File: src/rtl/seg_drv_pkg.sv
package seg_drv_pkg;

  typedef enum logic [1:0] {
    LVL_VSS = 2'd0,
    LVL_V0  = 2'd1,
    LVL_V12 = 2'd2,
    LVL_V43 = 2'd3
  } seg_lvl_e;

  // Rank of output j in fill order for a given direction.
  function automatic int unsigned slot_rank(input int unsigned n, input int unsigned j,
                                            input bit rev);
    return rev ? (n - 1 - j) : j;
  endfunction

  function automatic int unsigned slot_group(input int unsigned rank, input int unsigned w);
    return rank / w;
  endfunction

  function automatic int unsigned slot_bit(input int unsigned rank, input int unsigned w);
    return rank % w;
  endfunction

  // Drive level from display enable, line bit and frame inversion.
  function automatic seg_lvl_e drive_level(input logic on, input logic bit_v, input logic fr);
    seg_lvl_e lv;
    if (!on) begin
      lv = LVL_VSS;
    end else begin
      case ({bit_v, fr})
        2'b10:   lv = LVL_V0;
        2'b11:   lv = LVL_VSS;
        2'b00:   lv = LVL_V43;
        default: lv = LVL_V12;
      endcase
    end
    return lv;
  endfunction

endpackage

File: src/rtl/fall_edge_detect.sv
module fall_edge_detect #(
  parameter int W = 2
) (
  input  logic         clk,
  input  logic         rst_n,
  input  logic [W-1:0] level_i,
  output logic [W-1:0] fall_o
);
  logic [W-1:0] level_q;

  always_ff @(posedge clk or negedge rst_n) begin
    if (!rst_n) level_q <= '0;
    else        level_q <= level_i;
  end

  assign fall_o = level_q & ~level_i;
endmodule

File: src/rtl/fill_sequencer.sv
module fill_sequencer #(
  parameter int N_OUT = 240,
  parameter int BUS_W = 8,
  localparam int HALF_W = BUS_W / 2,
  localparam int IDX_W  = $clog2(N_OUT / HALF_W)
) (
  input  logic             clk,
  input  logic             rst_n,
  input  logic             shift_fall,
  input  logic             line_fall,
  input  logic             narrow,
  input  logic             chain_in_n,
  output logic             wr_en,
  output logic [IDX_W-1:0] grp_idx,
  output logic             carry_n
);
  localparam logic [IDX_W-1:0] LAST_WIDE   = IDX_W'(N_OUT / BUS_W - 1);
  localparam logic [IDX_W-1:0] LAST_NARROW = IDX_W'(N_OUT / HALF_W - 1);

  logic             busy_q, done_q;
  logic [IDX_W-1:0] last_idx;
  logic             last_load;

  assign last_idx  = narrow ? LAST_NARROW : LAST_WIDE;
  assign wr_en     = shift_fall & ~line_fall & ~done_q & (busy_q | ~chain_in_n);
  assign last_load = wr_en & (grp_idx == last_idx);

  always_ff @(posedge clk or negedge rst_n) begin
    if (!rst_n) begin
      grp_idx <= '0;
      busy_q  <= 1'b0;
      done_q  <= 1'b0;
      carry_n <= 1'b1;
    end else if (line_fall) begin
      grp_idx <= '0;
      busy_q  <= 1'b0;
      done_q  <= 1'b0;
      carry_n <= 1'b1;
    end else begin
      if (shift_fall) carry_n <= 1'b1;
      if (wr_en) begin
        busy_q <= 1'b1;
        if (last_load) begin
          done_q  <= 1'b1;
          carry_n <= 1'b0;
        end else begin
          grp_idx <= grp_idx + 1'b1;
        end
      end
    end
  end

  assert_grp_in_range_R9: assert property (@(posedge clk) disable iff (!rst_n)
    grp_idx <= LAST_NARROW);

  assert_carry_source_R10: assert property (@(posedge clk) disable iff (!rst_n)
    $fell(carry_n) |-> $past(last_load));

  assert_carry_width_R10: assert property (@(posedge clk) disable iff (!rst_n)
    (!carry_n && (shift_fall || line_fall)) |=> carry_n);

endmodule

File: src/rtl/data_latch.sv
module data_latch
  import seg_drv_pkg::*;
#(
  parameter int N_OUT = 240,
  parameter int BUS_W = 8,
  localparam int HALF_W = BUS_W / 2,
  localparam int IDX_W  = $clog2(N_OUT / HALF_W),
  localparam int SEL_W  = $clog2(BUS_W)
) (
  input  logic             clk,
  input  logic             rst_n,
  input  logic             wr_en,
  input  logic             narrow,
  input  logic             rev,
  input  logic [IDX_W-1:0] grp_idx,
  input  logic [BUS_W-1:0] din,
  output logic [N_OUT-1:0] data_o
);
  for (genvar j = 0; j < N_OUT; j++) begin : g_cell
    localparam int unsigned RF = slot_rank(N_OUT, j, 1'b0);
    localparam int unsigned RR = slot_rank(N_OUT, j, 1'b1);
    localparam logic [IDX_W-1:0] G_WF = IDX_W'(slot_group(RF, BUS_W));
    localparam logic [IDX_W-1:0] G_WR = IDX_W'(slot_group(RR, BUS_W));
    localparam logic [IDX_W-1:0] G_NF = IDX_W'(slot_group(RF, HALF_W));
    localparam logic [IDX_W-1:0] G_NR = IDX_W'(slot_group(RR, HALF_W));
    localparam logic [SEL_W-1:0] B_WF = SEL_W'(slot_bit(RF, BUS_W));
    localparam logic [SEL_W-1:0] B_WR = SEL_W'(slot_bit(RR, BUS_W));
    localparam logic [SEL_W-1:0] B_NF = SEL_W'(slot_bit(RF, HALF_W));
    localparam logic [SEL_W-1:0] B_NR = SEL_W'(slot_bit(RR, HALF_W));

    logic [IDX_W-1:0] sel_g;
    logic [SEL_W-1:0] sel_b;

    always_comb begin
      case ({narrow, rev})
        2'b00:   begin sel_g = G_WF; sel_b = B_WF; end
        2'b01:   begin sel_g = G_WR; sel_b = B_WR; end
        2'b10:   begin sel_g = G_NF; sel_b = B_NF; end
        default: begin sel_g = G_NR; sel_b = B_NR; end
      endcase
    end

    always_ff @(posedge clk or negedge rst_n) begin
      if (!rst_n)                        data_o[j] <= 1'b0;
      else if (wr_en && grp_idx == sel_g) data_o[j] <= din[sel_b];
    end
  end

  assert_hold_when_idle_R9: assert property (@(posedge clk) disable iff (!rst_n)
    !wr_en |=> $stable(data_o));

endmodule

File: src/rtl/line_stage.sv
module line_stage
  import seg_drv_pkg::*;
#(
  parameter int N_OUT = 240,
  localparam int LV_W = 2 * N_OUT
) (
  input  logic             clk,
  input  logic             rst_n,
  input  logic             line_fall,
  input  logic             disp_on,
  input  logic             frame_inv,
  input  logic [N_OUT-1:0] data_i,
  output logic [N_OUT-1:0] line_o,
  output logic [LV_W-1:0]  level_o
);
  always_ff @(posedge clk or negedge rst_n) begin
    if (!rst_n)         line_o <= '0;
    else if (!disp_on)  line_o <= '0;
    else if (line_fall) line_o <= data_i;
  end

  for (genvar j = 0; j < N_OUT; j++) begin : g_lvl
    assign level_o[2*j +: 2] = drive_level(disp_on, line_o[j], frame_inv);
  end

  assert_off_clears_R7: assert property (@(posedge clk) disable iff (!rst_n)
    !disp_on |=> line_o == '0);

  assert_strobe_copies_R5: assert property (@(posedge clk) disable iff (!rst_n)
    $past(line_fall && disp_on) |-> line_o == $past(data_i));

  assert_line_holds_R5: assert property (@(posedge clk) disable iff (!rst_n)
    (disp_on && !line_fall) |=> $stable(line_o));

endmodule

File: src/rtl/seg_column_driver.sv
module seg_column_driver
  import seg_drv_pkg::*;
#(
  parameter int N_OUT = 240,
  parameter int BUS_W = 8,
  localparam int HALF_W = BUS_W / 2,
  localparam int IDX_W  = $clog2(N_OUT / HALF_W)
) (
  input  logic               clk,
  input  logic               rst_n,
  input  logic               bus_narrow,
  input  logic               scan_rev,
  input  logic               shift_clk,
  input  logic               line_strobe,
  input  logic [BUS_W-1:0]   din,
  input  logic               frame_inv,
  input  logic               disp_on,
  input  logic               link_l_in,
  output logic               link_l_out,
  output logic               link_l_oe,
  input  logic               link_r_in,
  output logic               link_r_out,
  output logic               link_r_oe,
  output logic [2*N_OUT-1:0] seg_level
);
  logic [1:0]       falls;
  logic             shift_fall, line_fall;
  logic             chain_in_n, carry_n, wr_en;
  logic [IDX_W-1:0] grp_idx;
  logic [N_OUT-1:0] data_bits, line_bits;

  fall_edge_detect #(.W(2)) u_edges (
    .clk(clk), .rst_n(rst_n), .level_i({line_strobe, shift_clk}), .fall_o(falls)
  );
  assign shift_fall = falls[0];
  assign line_fall  = falls[1];

  // Link pin roles follow the scan direction.
  assign chain_in_n = scan_rev ? link_r_in : link_l_in;
  assign link_l_oe  = scan_rev;
  assign link_r_oe  = ~scan_rev;
  assign link_l_out = scan_rev ? carry_n : 1'b1;
  assign link_r_out = scan_rev ? 1'b1 : carry_n;

  fill_sequencer #(.N_OUT(N_OUT), .BUS_W(BUS_W)) u_seq (
    .clk(clk), .rst_n(rst_n), .shift_fall(shift_fall), .line_fall(line_fall),
    .narrow(bus_narrow), .chain_in_n(chain_in_n), .wr_en(wr_en),
    .grp_idx(grp_idx), .carry_n(carry_n)
  );

  data_latch #(.N_OUT(N_OUT), .BUS_W(BUS_W)) u_data (
    .clk(clk), .rst_n(rst_n), .wr_en(wr_en), .narrow(bus_narrow), .rev(scan_rev),
    .grp_idx(grp_idx), .din(din), .data_o(data_bits)
  );

  line_stage #(.N_OUT(N_OUT)) u_line (
    .clk(clk), .rst_n(rst_n), .line_fall(line_fall), .disp_on(disp_on),
    .frame_inv(frame_inv), .data_i(data_bits), .line_o(line_bits), .level_o(seg_level)
  );

  assert_idle_link_high_R11: assert property (@(posedge clk) disable iff (!rst_n)
    $changed(scan_rev) |-> (link_l_out || link_l_oe) && (link_r_out || link_r_oe));

  assert_write_needs_fall_R9: assert property (@(posedge clk) disable iff (!rst_n)
    wr_en |-> $past(shift_clk) && !shift_clk);

endmodule

File: config.mk
export PLATFORM = sky130hd
export DESIGN_NAME = seg_column_driver
export DESIGN_NICKNAME = d
export VERILOG_FILES = /design/src/rtl/seg_drv_pkg.sv /design/src/rtl/fall_edge_detect.sv /design/src/rtl/fill_sequencer.sv /design/src/rtl/data_latch.sv /design/src/rtl/line_stage.sv /design/src/rtl/seg_column_driver.sv
export SDC_FILE = /design/constraint.sdc
export NUM_CORES = 1
export LEC_CHECK = 0
export ABC_AREA = 1
export BUFFER_PORTS_ARGS = -buffer_cell sky130_fd_sc_hd__buf_2
export CORE_UTILIZATION = 59
export DETAILED_ROUTE_END_ITERATION = 16
export PLACE_DENSITY = 0.85
export SLEW_MARGIN = 10
export SYNTH_ARGS = -nofsm -noshare
export SYNTH_HDL_FRONTEND = slang
export SYNTH_SLANG_ARGS = --single-unit
File: constraint.sdc
create_clock -name clk -period 40.1 [get_ports clk]
set_input_delay 12.03 -clock clk [delete_from_list [all_inputs] [get_ports clk]]
set_output_delay 12.03 -clock clk [all_outputs]
set_load 0.03 [all_outputs]
Word-level counts from Yosys, hierarchy flattened
Index checks and enable logic that the tools add are counted.

storage, ports and cells
  bits in registers = 491
  input port bits = 18
  output and inout bits = 484
  word-level logic and storage cells = 1699

cells by class
  add/subtract/negate cells = 1
  magnitude comparators = 8
  eq/ne operators = 545
  multiplexer cells = 582
  bitwise operators = 11
  reductions and logical operators = 306

operator list
  cell                   count
  $pmux W2 S3            240
  $pmux W6 S3            54
  $eq A2 B2 Y1 const B   481
  $logic_not A2 Y1       241
  $mux W2                240
  $mux W240              2
  $eq A6 B6 Y1           57
  $logic_and A1 B1 Y1    60
  $pmux W5 S3            4
  $pmux W3 S2            8
  $lt A3 B4 Y1 const B   8
  $bmux W1 S3            8
  $eq A6 B5 Y1           4
  $mux W6                4
  $pmux W6 S2            2
  $mux W1                20
  $add A6 B1 Y6 const B  1
  $and A1 B1 Y1          4
  $not A1 Y1             4
  $reduce_and A2 Y1      2
  $reduce_bool A2 Y1     2
  $and A2 B2 Y2          1
  $eq A2 B1 Y1 const B   1
  $ne A2 B1 Y1 const B   1
  other kinds (4)        4

Longest topological paths before layout
  depth after elaboration = 10
  mapped depth = 15
  gate-level depth less buffers = 13

By module
A second synthesis with hierarchy kept.

unflattened totals
  cells, all modules = 2920
  area, all modules = 23990.5 µm²

by module, submodules not included
  module             instances  cells each  area each (µm²)  seq. area each (µm²)
  line_stage         1          1575        12896.1          6005.8
  data_latch         1          1256        10426.2          6005.8
  fill_sequencer     1          75          561.8            226.5
  fall_edge_detect   1          6           70.1             50.0
  seg_column_driver  1          8           36.3             0.0

Worst setup path before layout
Ideal clock, no wire load.

  path kind = in2out
  from = input port disp_on
  to = output port seg_level[100]
  data arrival time = 20.897 ns
  data required time = 28.070 ns
  slack = 7.173 ns
  stages on the path = 4
  path buffers = 2
  cell sequence = inv_2 clkbuf_1 nor2_1 buf_4

between the ends
  longest elaborated chain between the ends = 1

ends and longest elaborated chain
  what             RTL line                 source
  start, declared  seg_column_driver.sv:17  input logic disp_on,
  $mux W2          seg_drv_pkg.sv:27        if (!on) begin
  end, declared    seg_column_driver.sv:24  output logic [2*N_OUT-1:0] seg_level

Every way passes these cells.

Worst setup path after layout
  from = input port disp_on
  to = output port seg_level[442]

The elaborated chain is that of the path after synthesis.

==> impl_metrics.env <==
export IMPL_run_status="completed"
export IMPL_syn_avg_cell_area_um2=8.18
export IMPL_io_pins=502
export IMPL_core_area_um2=39000
export IMPL_grt_pass1_wl_um=98400
export IMPL_cts_tree="yes"
export IMPL_antenna_found_initial=1
export IMPL_worstHoldPathType="flop to flop"
export IMPL_worstSetupEndpointType="output pin"
export IMPL_ir_worst_vdd_v=0.0000312
export IMPL_hpwlAfterDp_um=41300
export IMPL_rr_endpoint="u_line.line_o[235]"
export IMPL_ant_nets=0
export IMPL_crit_arrival_ps=14940
export IMPL_rr_startpoint="u_edges.level_q[1]"
export IMPL_n_fill_cell=3065
export IMPL_grt_util_all_layers_pct=30.5
export IMPL_ff2ff_setup_slack_ps=36430
export IMPL_post_cts_resized=0
export IMPL_wl_per_cell_um=17.7
export IMPL_cts_sinks=491
export IMPL_grt_max_degree=233
export IMPL_vias=20000
export IMPL_synthDistinctLibCells=33
export IMPL_fin_skew_ps=24.8
export IMPL_routed_wl_um=63700
export IMPL_met1_length_um=25100
export IMPL_drcViolationCount=0
export IMPL_postCtsHoldBufs=0
export IMPL_rsz0062_at_grt="no"
export IMPL_reg2regPathDepth=5
export IMPL_timing_final_crit_share_pct=67.3
export IMPL_drt_pass1_iterations=7
export IMPL_path_clk_slew_ps=60
export IMPL_synth_nets=2909
export IMPL_htree_levels=2
export IMPL_clock_tree_root_cell="clkbuf_16"
export IMPL_drv_cap=0
export IMPL_port_buffers=501
export IMPL_grt_pass1_vias=18300
export IMPL_cts_path_max_buffers=3
export IMPL_fmax_mhz=37.1
export IMPL_critPathLaunchType="primary input"
export IMPL_power_leakage_uw=0.0142
export IMPL_synth_area_um2=23600
export IMPL_rows=72
export IMPL_worst_skew_pair_late_latency_ps=610
export IMPL_path_max_fanout=205
export IMPL_whs_path_depth=2
export IMPL_hold_viol=0
export IMPL_setup_viol=0
export IMPL_placedCellCount=3524
export IMPL_yosys_warnings=0
export IMPL_finalWeightedCongestion=0.921
export IMPL_finalWorstSetupSlack_ps=13130
export IMPL_final_nets=3082
export IMPL_synth_seq_cells=491
export IMPL_via_per_inst=5.55
export IMPL_power_uw=1250
export IMPL_place_ws_ps=12870
export IMPL_postCtsSetupBuffers=0
export IMPL_wl_met3_um=5470
export IMPL_ff_latch_area_um2=12300
export IMPL_grt_ovfl_total=0
export IMPL_dieWidth_um=202
export IMPL_routed_top_layer="met5"
export IMPL_path_class="primary input to output pin"
export IMPL_wl_met2_um=30700
export IMPL_final_core_util_pct=66.8
export IMPL_timing_setup_tns_ps=0
export IMPL_fin_crit_ps=26970
export IMPL_initial_core_util_pct=60.5
export IMPL_numCtsBuffers=48
export IMPL_critical_path_required_ps=28070
export IMPL_drt_initial_drc_count=2221
export IMPL_die_area_um2=40800
export IMPL_maxSlewViolCount=0
export IMPL_netlist_instances=2884
export IMPL_multi_input_comb_area_um2=8560
export IMPL_yosysSeqAreaShare_pct=52.1
export IMPL_slew_headroom_pct=16.9
export IMPL_fp_dieH_um=202
export IMPL_holdCritStartpoint="u_data.data_o[208]"
export IMPL_worst_slew_pin_slew_ps=1250
export IMPL_area_growth_pct=10.4
export IMPL_stdcell_count=3606
export IMPL_pwr_density_cell_nw_per_um2=48.2
export IMPL_hold_end="u_data.data_o[208]"
export IMPL_drive_gt1_share_pct=22.9
## synth_stat cells (all sizes together)
| master | n | share of area [%] |
|---|---|---|
| nand2 | 1006 | 16 |
| dfrtp | 490 | 52 |
| nand3 | 326 | 7.2 |
| nor2 | 321 | 5.7 |
| buf | 282 | 8.7 |
| a21oi | 120 | 2.5 |
| clkbuf | 114 | 1.8 |
| o21ai | 105 | 2.2 |
| inv | 67 | 1.1 |
| nand4 | 11 | 0.29 |
| xor2 | 11 | 0.44 |
| xnor2 | 10 | 0.69 |
| clkinv | 7 | 0.11 |
| ha | 7 | 0.37 |
| nor3 | 4 | 0.13 |
| a31oi | 1 | 0.053 |
| dfstp | 1 | 0.11 |
| o211ai | 1 | 0.032 |
## power breakdown
group | total (µW) | leakage, µW | switching, µW | internal, µW
clock | 452 | 0.000769 | 192 | 260
sequential | 579 | 0.00675 | 33.0 | 546
combinational | 223 | 0.00663 | 167 | 56.5
total | 1250 | 0.0142 | 392 | 862
## worst max-delay path by stage
stage / end / from / slack, ps
after detailed placement: seg_level[442] / disp_on / 12870
after global routing: seg_level[414] / disp_on / 12800
after CTS: seg_level[442] / disp_on / 12870
final: seg_level[442] / disp_on / 13130
after floorplan: seg_level[100] / disp_on / 7170
after global placement: seg_level[0] / disp_on / 13030
## registers in the layout, indices dropped and copies added (netlist names)
name,count
u_seq.grp_idx,6
u_data.data_o,240
u_seq.carry_n,1
u_seq.done_q,1
u_line.line_o,240
u_seq.busy_q,1
u_edges.level_q,2
## routing by layer
metal / vias to the layer above / GRT usage [%]
li1: 9225 / -
met1: 9572 / 41.7
met2: 1065 / 48.5
met3: 165 / 4.89
met4: 2 / 13.3
met5: - / 0
## final cells by class
cell class                 instances  area share (%)
inverter                          74            1.11
clock inverter                    12           0.663
timing repair buffer             519            10.4
clock buffer                      68            5.32
multi-input combinational       1923            32.9
antenna                            1         0.00961
sequential                       491            47.2
tap                              518            2.49
## metrics by stage
stage / hold slack (ps) / area (µm²)
floorplan: 442 / 23600
global route: 496 / 26000
detailed placement: 460 / 24400
global placement: 455 / 24400
finish: 474 / 26000
CTS: 475 / 26000
## critical path, cell delays in order
cell and delay [ps]:
buf_6 670, inv_8 420, nor2_4 540, buf_6 720, buf_2 340
## cell families (layout without fill, tap and decap cells)
logic type	Yosys count	after routing	share of synthesized area [%]
fa+ha+maj	7	7	0.371
buf+inv	470	673	11.7
xor+xnor	21	21	1.13
other cells	0	1	0
flops	491	491	52.1
simple gates	1668	1668	29.8
compound gates	227	227	4.86
## cell usage in the layout (no fill, tap or decap), drive strengths merged, types with 13 or more instances in the layout
cell    instances
buf           519
nor2          321
o21ai         105
inv            70
nand2        1006
clkinv         13
a21oi         120
dfrtp         490
clkbuf         68
nand3         326
(Power assumes the default switching activity.)
